<file path="config.mk">
export PLATFORM = sky130hd
export DESIGN_NAME = rs232_pwr_ctrl
export DESIGN_NICKNAME = d
export VERILOG_FILES = /design/src/rtl/rs232_pwr_pkg.sv /design/src/rtl/rs232_pwr_us_timer.sv /design/src/rtl/rs232_pwr_line_detect.sv /design/src/rtl/rs232_pwr_seq.sv /design/src/rtl/rs232_pwr_ctrl.sv
export SDC_FILE = /design/constraint.sdc
export NUM_CORES = 1
export LEC_CHECK = 0
export BUFFER_PORTS_ARGS = -buffer_cell sky130_fd_sc_hd__buf_2
export CAP_MARGIN = 20
export CORE_ASPECT_RATIO = 0.9
export CORE_MARGIN = 8
export CORE_UTILIZATION = 55
export DETAILED_ROUTE_END_ITERATION = 8
export GPL_TIMING_DRIVEN = 0
export PLACE_DENSITY = 0.83
export SLEW_MARGIN = 20
export SYNTH_ARGS = -nofsm -noshare
export SYNTH_HDL_FRONTEND = slang
export SYNTH_SLANG_ARGS = --single-unit
</file>
<file path="constraint.sdc">
create_clock -name clk -period 2 [get_ports clk]
set_input_delay 0.1 -clock clk [delete_from_list [all_inputs] [get_ports clk]]
set_output_delay 0.1 -clock clk [all_outputs]
set_load 0.02 [all_outputs]
</file>
<file path="src/rtl/rs232_pwr_pkg.sv">
package rs232_pwr_pkg;

  // Power sequencer states
  typedef enum logic [1:0] {
    PS_OFF  = 2'd0,
    PS_WAKE = 2'd1,
    PS_ON   = 2'd2
  } pwr_state_e;

  // Supplies are wanted when not forced off and either forced on or the line is live
  function automatic logic power_wanted(input logic force_off_n,
                                        input logic force_on,
                                        input logic link_ok);
    return force_off_n && (force_on || link_ok);
  endfunction

endpackage

</file>
<file path="src/rtl/rs232_pwr_us_timer.sv">
// Counts run cycles in whole microseconds; done is sticky until clr.
module rs232_pwr_us_timer #(
  parameter int CLK_PER_US = 100,
  parameter int TARGET_US  = 30
) (
  input  logic clk,
  input  logic rst_n,
  input  logic clr,
  output logic done
);
  localparam int PW = (CLK_PER_US > 1) ? $clog2(CLK_PER_US) : 1;
  localparam int UW = (TARGET_US > 1) ? $clog2(TARGET_US) : 1;
  localparam logic [PW-1:0] PRE_LAST = PW'(CLK_PER_US - 1);
  localparam logic [UW-1:0] US_LAST  = UW'(TARGET_US - 1);

  logic [PW-1:0] pre_q;
  logic [UW-1:0] us_q;

  always_ff @(posedge clk or negedge rst_n) begin
    if (!rst_n) begin
      pre_q <= '0;
      us_q  <= '0;
      done  <= 1'b0;
    end else if (clr) begin
      pre_q <= '0;
      us_q  <= '0;
      done  <= 1'b0;
    end else if (!done) begin
      if (pre_q == PRE_LAST) begin
        pre_q <= '0;
        if (us_q == US_LAST) done <= 1'b1;
        else                 us_q <= us_q + 1'b1;
      end else begin
        pre_q <= pre_q + 1'b1;
      end
    end
  end
endmodule

</file>
<file path="src/rtl/rs232_pwr_line_detect.sv">
// Synchronizes receiver flags and filters them into a single line-status bit.
module rs232_pwr_line_detect #(
  parameter int NUM_RX     = 2,
  parameter int CLK_PER_US = 100,
  parameter int LOSS_US    = 30,
  parameter int VALID_US   = 1
) (
  input  logic              clk,
  input  logic              rst_n,
  input  logic [NUM_RX-1:0] rx_valid_async,
  output logic              link_ok
);
  logic [NUM_RX-1:0] meta_q;
  logic [NUM_RX-1:0] sync_q;

  for (genvar g = 0; g < NUM_RX; g++) begin : g_sync
    always_ff @(posedge clk or negedge rst_n) begin
      if (!rst_n) begin
        meta_q[g] <= 1'b0;
        sync_q[g] <= 1'b0;
      end else begin
        meta_q[g] <= rx_valid_async[g];
        sync_q[g] <= meta_q[g];
      end
    end
  end

  logic any_valid;
  assign any_valid = |sync_q;

  logic loss_clr, loss_done;
  logic seen_clr, seen_done;
  assign loss_clr = any_valid || !link_ok;
  assign seen_clr = !any_valid || link_ok;

  rs232_pwr_us_timer #(.CLK_PER_US(CLK_PER_US), .TARGET_US(LOSS_US)) u_loss (
    .clk(clk), .rst_n(rst_n), .clr(loss_clr), .done(loss_done)
  );

  rs232_pwr_us_timer #(.CLK_PER_US(CLK_PER_US), .TARGET_US(VALID_US)) u_seen (
    .clk(clk), .rst_n(rst_n), .clr(seen_clr), .done(seen_done)
  );

  always_ff @(posedge clk or negedge rst_n) begin
    if (!rst_n)                                 link_ok <= 1'b0;
    else if (link_ok && loss_done && !any_valid) link_ok <= 1'b0;
    else if (!link_ok && seen_done && any_valid) link_ok <= 1'b1;
  end
endmodule

</file>
<file path="src/rtl/rs232_pwr_seq.sv">
// Power sequencer: off, waiting for supplies, on.
module rs232_pwr_seq
  import rs232_pwr_pkg::*;
#(
  parameter int CLK_PER_US = 100,
  parameter int WAKE_US    = 100
) (
  input  logic clk,
  input  logic rst_n,
  input  logic force_off_n,
  input  logic force_on,
  input  logic link_ok,
  input  logic supply_ready,
  output logic pump_en,
  output logic tx_oe
);
  pwr_state_e state_q, state_d;
  logic want_on, wake_done, wake_clr;

  assign want_on  = power_wanted(force_off_n, force_on, link_ok);
  assign wake_clr = (state_q != PS_WAKE);

  rs232_pwr_us_timer #(.CLK_PER_US(CLK_PER_US), .TARGET_US(WAKE_US)) u_wake (
    .clk(clk), .rst_n(rst_n), .clr(wake_clr), .done(wake_done)
  );

  always_comb begin
    state_d = state_q;
    if (!want_on) begin
      state_d = PS_OFF;
    end else begin
      unique case (state_q)
        PS_OFF:  state_d = PS_WAKE;
        PS_WAKE: if (wake_done && supply_ready) state_d = PS_ON;
        PS_ON:   state_d = PS_ON;
        default: state_d = PS_OFF;
      endcase
    end
  end

  always_ff @(posedge clk or negedge rst_n) begin
    if (!rst_n) state_q <= PS_OFF;
    else        state_q <= state_d;
  end

  assign pump_en = (state_q != PS_OFF);
  assign tx_oe   = (state_q == PS_ON);
endmodule

</file>
<file path="src/rtl/rs232_pwr_ctrl.sv">
module rs232_pwr_ctrl #(
  parameter int NUM_RX     = 2,
  parameter int CLK_PER_US = 100,
  parameter int LOSS_US    = 30,
  parameter int VALID_US   = 1,
  parameter int WAKE_US    = 100
) (
  input  logic              clk,
  input  logic              rst_n,
  input  logic [NUM_RX-1:0] rx_valid_async,
  input  logic              force_off_n,
  input  logic              force_on,
  input  logic              rx_en_n,
  input  logic              supply_ready,
  output logic              pump_en,
  output logic              tx_oe,
  output logic              rx_oe,
  output logic              link_ok
);
  rs232_pwr_line_detect #(
    .NUM_RX(NUM_RX), .CLK_PER_US(CLK_PER_US),
    .LOSS_US(LOSS_US), .VALID_US(VALID_US)
  ) u_detect (
    .clk(clk), .rst_n(rst_n), .rx_valid_async(rx_valid_async), .link_ok(link_ok)
  );

  rs232_pwr_seq #(.CLK_PER_US(CLK_PER_US), .WAKE_US(WAKE_US)) u_seq (
    .clk(clk), .rst_n(rst_n),
    .force_off_n(force_off_n), .force_on(force_on),
    .link_ok(link_ok), .supply_ready(supply_ready),
    .pump_en(pump_en), .tx_oe(tx_oe)
  );

  // Receiver output enable does not depend on the power state
  assign rx_oe = ~rx_en_n;
endmodule

</file>
After elaboration in Yosys (flattened, before gate mapping). Index checks and enable logic that the tools add are counted.

Add/subtract/negate cells: 6. Muxes and demuxes: 38. Reductions and logical operators: 21. Eq/ne operators: 14. Bitwise gates (word level): 1.

Operator list (count): 7-bit 2-to-1 mux (13); 7-bit by 1-bit adder with 7-bit output (second input constant) (4); 7-bit equality test (second input constant) (4); 5-bit 2-to-1 mux (4); 1-bit 2-to-1 mux (18); 2-bit nonzero test (5); 2-bit by 1-bit != test with 1-bit output (second input constant) (4); 1-bit logical AND (6); 2-bit one-hot mux with 3 select lines (1); 3-bit AND reduction (2); 5-bit by 1-bit adder with 5-bit output (second input constant) (1); 5-bit equality test (second input constant) (1); 2-bit 2-to-1 mux (2); 2-bit != test (second input constant) (2); 1-bit logical OR (3); 3-bit != test (second input constant) (1); 2-bit by 1-bit equality test with 1-bit output (second input constant) (1); 2-bit equality test (second input constant) (1); 1-bit logical NOT (2); 2-bit logical NOT (1); 2-bit AND reduction (1); 2-bit OR reduction (1); 1-bit adder (second input constant) (1); 1-bit NOT (1).

Output and inout bits: 4. Register bits: 44. Input bits: 8.

Depth between registers and ports, before layout. Gate-level depths: netlist (run 1).

Depth in word-level cells: 5. Mapped depth: 6.

Cells and area by module. A second synthesis (run 1) with hierarchy kept.

Cell total of the unflattened synthesis: 235. Area, all modules: 2386.0 µm².

By module, submodules not included: rs232_pwr_us_timer at u_seq.u_wake (cells an instance 81, area an instance 832.0 µm², seq. area each 375.4 µm², times used 1); rs232_pwr_us_timer at u_detect.u_loss (cells an instance 83, area an instance 782.0 µm², seq. area each 325.3 µm², times used 1); rs232_pwr_us_timer at u_detect.u_seen (cells an instance 42, area an instance 430.4 µm², seq. area each 200.2 µm², times used 1); rs232_pwr_seq (cells an instance 17, area an instance 183.9 µm², seq. area each 50.0 µm², times used 1); rs232_pwr_line_detect (cells an instance 11, area an instance 153.9 µm², seq. area each 125.1 µm², times used 1); rs232_pwr_ctrl (cells an instance 1, area an instance 3.8 µm², seq. area each 0.0 µm², times used 1).

Worst setup path after synthesis (run 1). OpenSTA, ideal clock, no wires.

Kind: reg-to-reg. From: reg u_seq.u_wake.us_q[3]. To: reg u_seq.u_wake.us_q[2]. Setup slack: 0.423 ns. Stages on the path, launching flop included: 5. Period minus slack after synthesis: 1.577 ns. Required time: 1.880 ns. Path buffers: 0. Setup time: 0.120 ns. Arrival time: 1.457 ns. Path through: dfrtp_1 > or4b_1 > or2_1 > nor4bb_1 > a31o_1.

Word-level cells in the longest chain between the ends: 3.

RTL lines: from (decl) (line rs232_pwr_us_timer.sv:17) `logic [UW-1:0] us_q;`; from (signal assigned) (line rs232_pwr_us_timer.sv:32) `else us_q <= us_q + 1'b1;`; 7-bit equality test (line rs232_pwr_us_timer.sv:31) `if (us_q == US_LAST) done <= 1'b1;`; 2-bit != test (no source line); 3-bit AND reduction (no source line).

No other way between the ends. A chain may end at the register's enable or synchronous reset.

Worst setup path in the final report (run 1). Same ends and word-level chain as after synthesis.

==> run metrics, run 1 <==
antenna-violating nets left 0; Int Power around 1.2 mW; Final Setup Violations 0; All-Layer GR Usage 0.1352; post-placement cell area ~2400 um^2; CP peak stage delay 0.56 ns; Num CTS Buffers 5; core area 3991 um^2; clk_lat worst skew 0.30 ns; Clock Pin Slew Worst Setup and Hold Paths 0.08 ns; Bufs on Longest Clock Path 2; RSZ-0062 raised after global routing no; post_cts resized 0; synth unique cells 44; CP startpoint u_seq.u_wake.us_q[3]; Max-cap violations 0; Critical R2R Capture u_seq.u_wake.us_q[2]; area delta synth->final 10.34%; Switch Pwr 0.4027 mW; Critical Path Fanout Max 4; ys async rst share 1.000; H-tree depth 2; clk root buf clkbuf_8; Gate Count Post-Synth 228; clk_skew 0.004328 ns; CP Cell Sequence or4b_1 > or2_1 > nor4bb_1 > a31o_1; initial DRC count 65; largest cells by area after synthesis dfrtp_1 48%, ha_1 5.6%, nor2_1 3.8%; Crit path buffers/inverters 0; Fin. Hold Viols 0; area fraction of the dominant cell type after synthesis 0.4783; Seq cells post-synth 43; DPL Wire Length 2.923 mm; Max Fclk 0.5884 GHz; Mapped Area about 2200 um^2; Congestion Overflow GR 0; Setup CP Type reg -> reg; Comb pwr share 0.080; Final Cycle Share 0.8497; Lkg Pwr 1.081 nW; crit-path leading delay family simple AND/OR/NAND/NOR gates; Slew HR 0.3932; worst path arrival time 1.89 ns; CP Capture Type flip-flop; path depth of the worst reg2reg path 4; flop2flop setup slack about 0.30 ns; initial antenna violation count 0; switching portion of total power 0.2463; layout cells sized above 1 0.09639; PortBufs 11; first-pass GRT wire length between 7 and 8 mm; largest net degree at the start of global routing 44; number of max-slew violations in the final report 0; Clk pwr share 0.341; nets ~270; vias 1,701; total length of routed wires between 4 and 5 mm; Max IR drop VDD 0.6080 mV; Worst path slowest cell or4b_1; final worst slack 0.3006 ns; top_reg_cell synth dfrtp_1; CP Depth 4; clock sinks between 40 and 50; Die X-Extent 83.42 um; EDFF count, synth 0; number of synthesis warnings 0; leading area contributor after synthesis dfrtp_1; Power Dens Cells 658.6 nW/um^2; Die Ht 76.68 um; pin slew with the least headroom to its limit between 0.9 and 1 ns; drt drc 0; RR Startpoint u_seq.u_wake.us_q[3]; Rows 22; Routed wire per std cell ~14 um; WP data required about 2.2 ns; die area 6396 um^2; sequential element share of the synthesized area 0.4783; CTS tree built; TritonRoute pass-1 iters 4; RD Place Congestion 0.8748; worst hold path type in -> reg; share of power burned in registers 0.580; post-route cell area between 2000 and 2500 um^2; mean post-synth cell area about 9.9 um^2; Tmin final approximately 1.7 ns; Antenna Cells 0; status finished, final reports clean; startpoint types flip-flop; Syn Nets 246; via/cell ratio 5.727; vias in the first global route 1,703; Setup Slack @ Placement 0.3291 ns; I/O pin cnt 12; critical path endpoint u_seq.u_wake.us_q[2]; Fin Setup TNS 0 ns; Starting Density 0.5636
==> worst min-delay path: cells and delay by family <==
family	cells	cell delay (ns)
AND/OR/NAND/NOR	1	0.06
AO/OA/AOI/OAI	1	0.10
buffers and inverters	1	0.09
==> logic make-up (layout without fill, tap and decap cells) <==
family | Yosys count | in the layout | share of synthesized area
AOI/OAI and AO/OA | 36 | 36 | 0.1018
xor gates and xnor gates | 13 | 13 | 0.05061
adders and majority gates | 10 | 10 | 0.05562
buffers and inverters | 15 | 36 | 0.02503
DFF | 43 | 43 | 0.4783
muxes | 3 | 3 | 0.01335
and+or+nand+nor | 108 | 108 | 0.2753
==> sequential cells by signal (all words and copies together) (netlist names) <==
signal and count:
u_seq.u_wake.us_q 7, u_detect.u_loss.pre_q 7, u_seq.u_wake.done 1, u_detect.link_ok 1, u_detect.u_seen.pre_q 7, u_seq.state_q 2
u_detect.u_loss.us_q 5, u_detect.meta_q 2, u_detect.u_seen.done 1, u_seq.u_wake.pre_q 7, u_detect.sync_q 2, u_detect.u_loss.done 1
==> worst min path at each step <==
stage | from | endpoint | slack, ns | cells past startpoint
2_1_floorplan | rst_n | u_detect.link_ok | -0.20 | 0
3_3_place_gp | rx_valid_async[0] | u_detect.meta_q[0] | 0.21 | 1
3_5_place_dp | rx_valid_async[1] | u_detect.meta_q[1] | 0.21 | 1
4_1_cts | force_off_n | u_seq.state_q[0] | 0.08 | 3
5_1_grt | force_off_n | u_seq.state_q[0] | 0.13 | 3
6_report | force_off_n | u_seq.state_q[0] | 0.08 | 3
==> timing repair <==
item                                   in CTS  in global routing
endpoints found under the hold margin      45                  0
buffers inserted                            0                  0
hold buffers                                3                  0
==> per-layer routing <==
layer  wire length, um  vias to the layer above  share of wire  track usage
li1                  -                      846              -            -
met3               207                        7          0.050      0.03801
met5                 0                        -              0            0
met2              2025                       37           0.49       0.2246
met4                69                        0          0.017      0.08276
met1              1839                      811           0.44       0.1505
==> cell usage after synthesis (2+ instances only) <==
library cell,count
or3_1,8
nor3_1,3
and4_1,2
nand3b_1,4
nor2b_1,2
nand2b_1,3
xor2_1,6
xnor2_1,7
a21boi_1,3
and2_1,4
mux2i_1,3
or2_1,2
nor2_1,23
ha_1,10
or4b_1,2
and3_1,3
a21boi_0,3
o21ai_0,7
nand4b_1,5
nand2_1,20
nor4_1,4
nand4_1,2
a31oi_1,3
nand3_1,12
clkbuf_1,6
inv_1,9
o21a_1,2
dfrtp_1,43
a21oi_1,12
==> final cells by class <==
class	count	area (um^2)
Buffer	6	22.52
Clock buffer	6	82.58
Clock inverter	1	5.005
Fill cell	309	1509
Inverter	9	33.78
Multi-Input combinational cell	170	1117
Sequential cell	43	1076
Tap cell	48	60.06
Timing Repair Buffer	14	85.08
==> metrics by stage <==
step                      power, mW  hold WS (ns)    util  cells
final                         1.635       0.08063  0.6219    297
after global routing          1.707        0.1269  0.6219    297
after CTS                     1.648       0.07698  0.6219    297
after detailed placement      1.089        0.2103  0.5925    287
after global placement        1.083        0.2087  0.5925    287
after floorplan               1.037       -0.1956       -    228
==> power groups by stage <==
stage / registers [mW] / logic, mW / clock network [mW]
4_1_cts: 0.947 / 0.132 / 0.569
3_3_place_gp: 0.959 / 0.124 / 0
6_report: 0.948 / 0.130 / 0.557
3_5_place_dp: 0.962 / 0.127 / 0
2_1_floorplan: 0.951 / 0.0859 / 0
5_1_grt: 0.955 / 0.151 / 0.601
==> placed cells by master, fill, tap and decap left out, types with 3 or more instances in the layout <==
cell type	count
a21boi_0	3
a21boi_1	3
a21oi_1	12
a31oi_1	3
and2_1	4
and3_1	3
buf_2	11
clkbuf_1	6
clkbuf_8	6
dfrtp_1	43
dlygate4sd3_1	3
ha_1	10
inv_1	9
mux2i_1	3
nand2_1	20
nand2b_1	3
nand3_1	12
nand3b_1	4
nand4b_1	5
nor2_1	23
nor3_1	3
nor4_1	4
o21ai_0	7
or3_1	8
xnor2_1	7
xor2_1	6
Power figures use the tool's default switching activity.
==> run 2: changes to the inputs <==
Settings changed: CORE_UTILIZATION 55 to 54, PLACE_DENSITY 0.83 to 0.85.
Clock period 2 ns to 1.5 ns, I/O delays scaled along.
==> run 2 against run 1 <==
The run now ends with setup timing left. Highest routed layer unchanged. Clock power up 69%. Combinational power rose by 48%. Critical path type unchanged. Final cell count increased by 7.1%. Core utilization increased by 8.3 points. Sequential cell count unchanged. Fmax up 5.3%. Critical path depth stayed put. Via count rose by 8.2%. Non-clock buffer count rose by 20. Clock skew increased by 0.0014 ns.
==> run metrics, run 2 (synthesis gave the netlist of run 1 again) <==
area delta synth->final 26.75%; Lkg Pwr 1.210 nW; number of max-slew violations in the final report 0; Routed wire per std cell 15.57 um; layout cells sized above 1 0.2667; Die X-Extent 84.04 um; Tmin final approximately 1.6 ns; Hold Crit Depth 3; clock sinks 43; CP Capture Type flip-flop; Setup Slack @ Placement -0.1524 ns; final worst slack -0.1138 ns; initial antenna violation count 0; Fin Setup TNS -0.1851 ns; Final Setup Violations 3; path depth of the worst reg2reg path 4; vias 1,840; I/O pin cnt 12; Fillers 297; Antenna Cells 0; Fin. Hold Viols 0; Num CTS Buffers 5; register area 1077 um^2; Slew HR 0.3733; Bufs on Longest Clock Path 2; via/cell ratio 5.786; Starting Density 0.5560; TritonRoute pass-1 iters 4; Critical Path Fanout Max 3; vias in the first global route 1,840; most frequent cells in the layout 42 x dfrtp_1, 22 x nor2_1, 20 x buf_4; WP data required 1.70 ns; failing checks setup timing; largest net degree at the start of global routing 44; flop2flop setup slack -0.11 ns; antenna-violating nets left 0; commonest non-fill, non-tap cell in the layout dfrtp_1; RD Place Congestion 0.8455; CP Depth 4; clk root buf clkbuf_8; drt drc 0; Power Dens Cells 838.5 nW/um^2; Rows 22; hold wc startpoint force_off_n; H-tree depth 2; core area 4046 um^2; first-pass GRT wire length 8.086 mm; CP peak stage delay 0.54 ns; crit-path leading delay family simple AND/OR/NAND/NOR gates; Crit path buffers/inverters 0; DPL Wire Length between 2 and 3 mm; Critical R2R Capture u_seq.u_wake.us_q[2]; Max Fclk 0.6196 GHz; All-Layer GR Usage 0.1500; total length of routed wires 4.952 mm; RR Startpoint u_seq.u_wake.us_q[3]; Max IR drop VDD 0.8286 mV; hold endpoint u_seq.state_q[0]; status complete, but fails checks; nets 287; worst hold path type in -> reg; clk_lat worst skew 0.31 ns; Die Ht around 77 um; pin slew with the least headroom to its limit 0.9401 ns; Clock Pin Slew Worst Setup and Hold Paths around 0.090 ns; die area roughly 6500 um^2; PortBufs 11; Congestion Overflow GR 0; CTS tree built; clk_skew 0.005770 ns; initial DRC count 86; Worst path slowest cell or4b_4; startpoint types flip-flop; multi-input logic area 1297 um^2; worst path arrival time 1.82 ns; CP Cell Sequence or4b_4 > or2_4 > nor4bb_1 > a31o_1; Final Cycle Share 1.076; Setup CP Type reg -> reg; RSZ-0062 raised after global routing yes; Max-cap violations 0
-- run 2: layout make-up --
cell class / instances / share of cell area
timing repair buffer: 34 / 0.08249
clock buffer: 5 / 0.02413
clock inverter: 3 / 0.01667
buffer: 6 / 0.01097
inverter: 9 / 0.01185
multi-input combinational: 170 / 0.4550
sequential: 43 / 0.3778
tap: 48 / 0.02106
-- run 2: worst max-delay path by stage --
stage,end,start
CTS,u_seq.u_wake.us_q[2],u_seq.u_wake.us_q[4]
global route,u_seq.u_wake.us_q[2],u_seq.u_wake.us_q[3]
global placement,u_seq.u_wake.us_q[2],u_seq.u_wake.us_q[3]
finish,u_seq.u_wake.us_q[2],u_seq.u_wake.us_q[3]
floorplan,u_seq.u_wake.us_q[2],u_seq.u_wake.us_q[3]
detailed placement,u_seq.u_wake.us_q[2],u_seq.u_wake.pre_q[0]
-- run 2: timing repair --
action | 4_1_cts | 5_1_grt
endpoints found under the setup margin | 14 | 20
hold buffers | 3 | 0
resized for setup | 12 | 27
endpoints found under the hold margin | 45 | 0
buffers inserted | 15 | 5
pin swaps | 1 | 8
-- run 2: through the flow --
stage	power [mW]	instances	hold WS, ns	cell area, um^2	utilization
global placement	1.444	287	0.1838	2369	0.5853
global route	2.484	318	0.08515	2851	0.7047
finish	2.391	318	0.04269	2851	0.7047
CTS	2.406	313	0.04072	2685	0.6636
floorplan	1.383	228	-0.2206	2253	-
detailed placement	1.451	287	0.1847	2369	0.5853
-- run 2: worst reg2reg max path: cells and delay by family (launching register included) --
family,cells,cell delay (ns)
compound gates,1,0.19
flops,1,0.39
simple gates,3,0.93
-- run 2: per-layer routing --
layer / vias to the layer above / wire, um / track usage
met5: - / 0 / 0
met4: 0 / 119 / 0.07069
met3: 8 / 191 / 0.04329
met2: 43 / 2575 / 0.2517
met1: 908 / 2066 / 0.1707
li1: 881 / - / -
-- run 2: power breakdown --
group	switching [mW]	leakage, nW	internal [mW]
Clock	0.435	0.0587	0.505
Sequential	0.0528	0.584	1.21
Combinational	0.106	0.568	0.0859
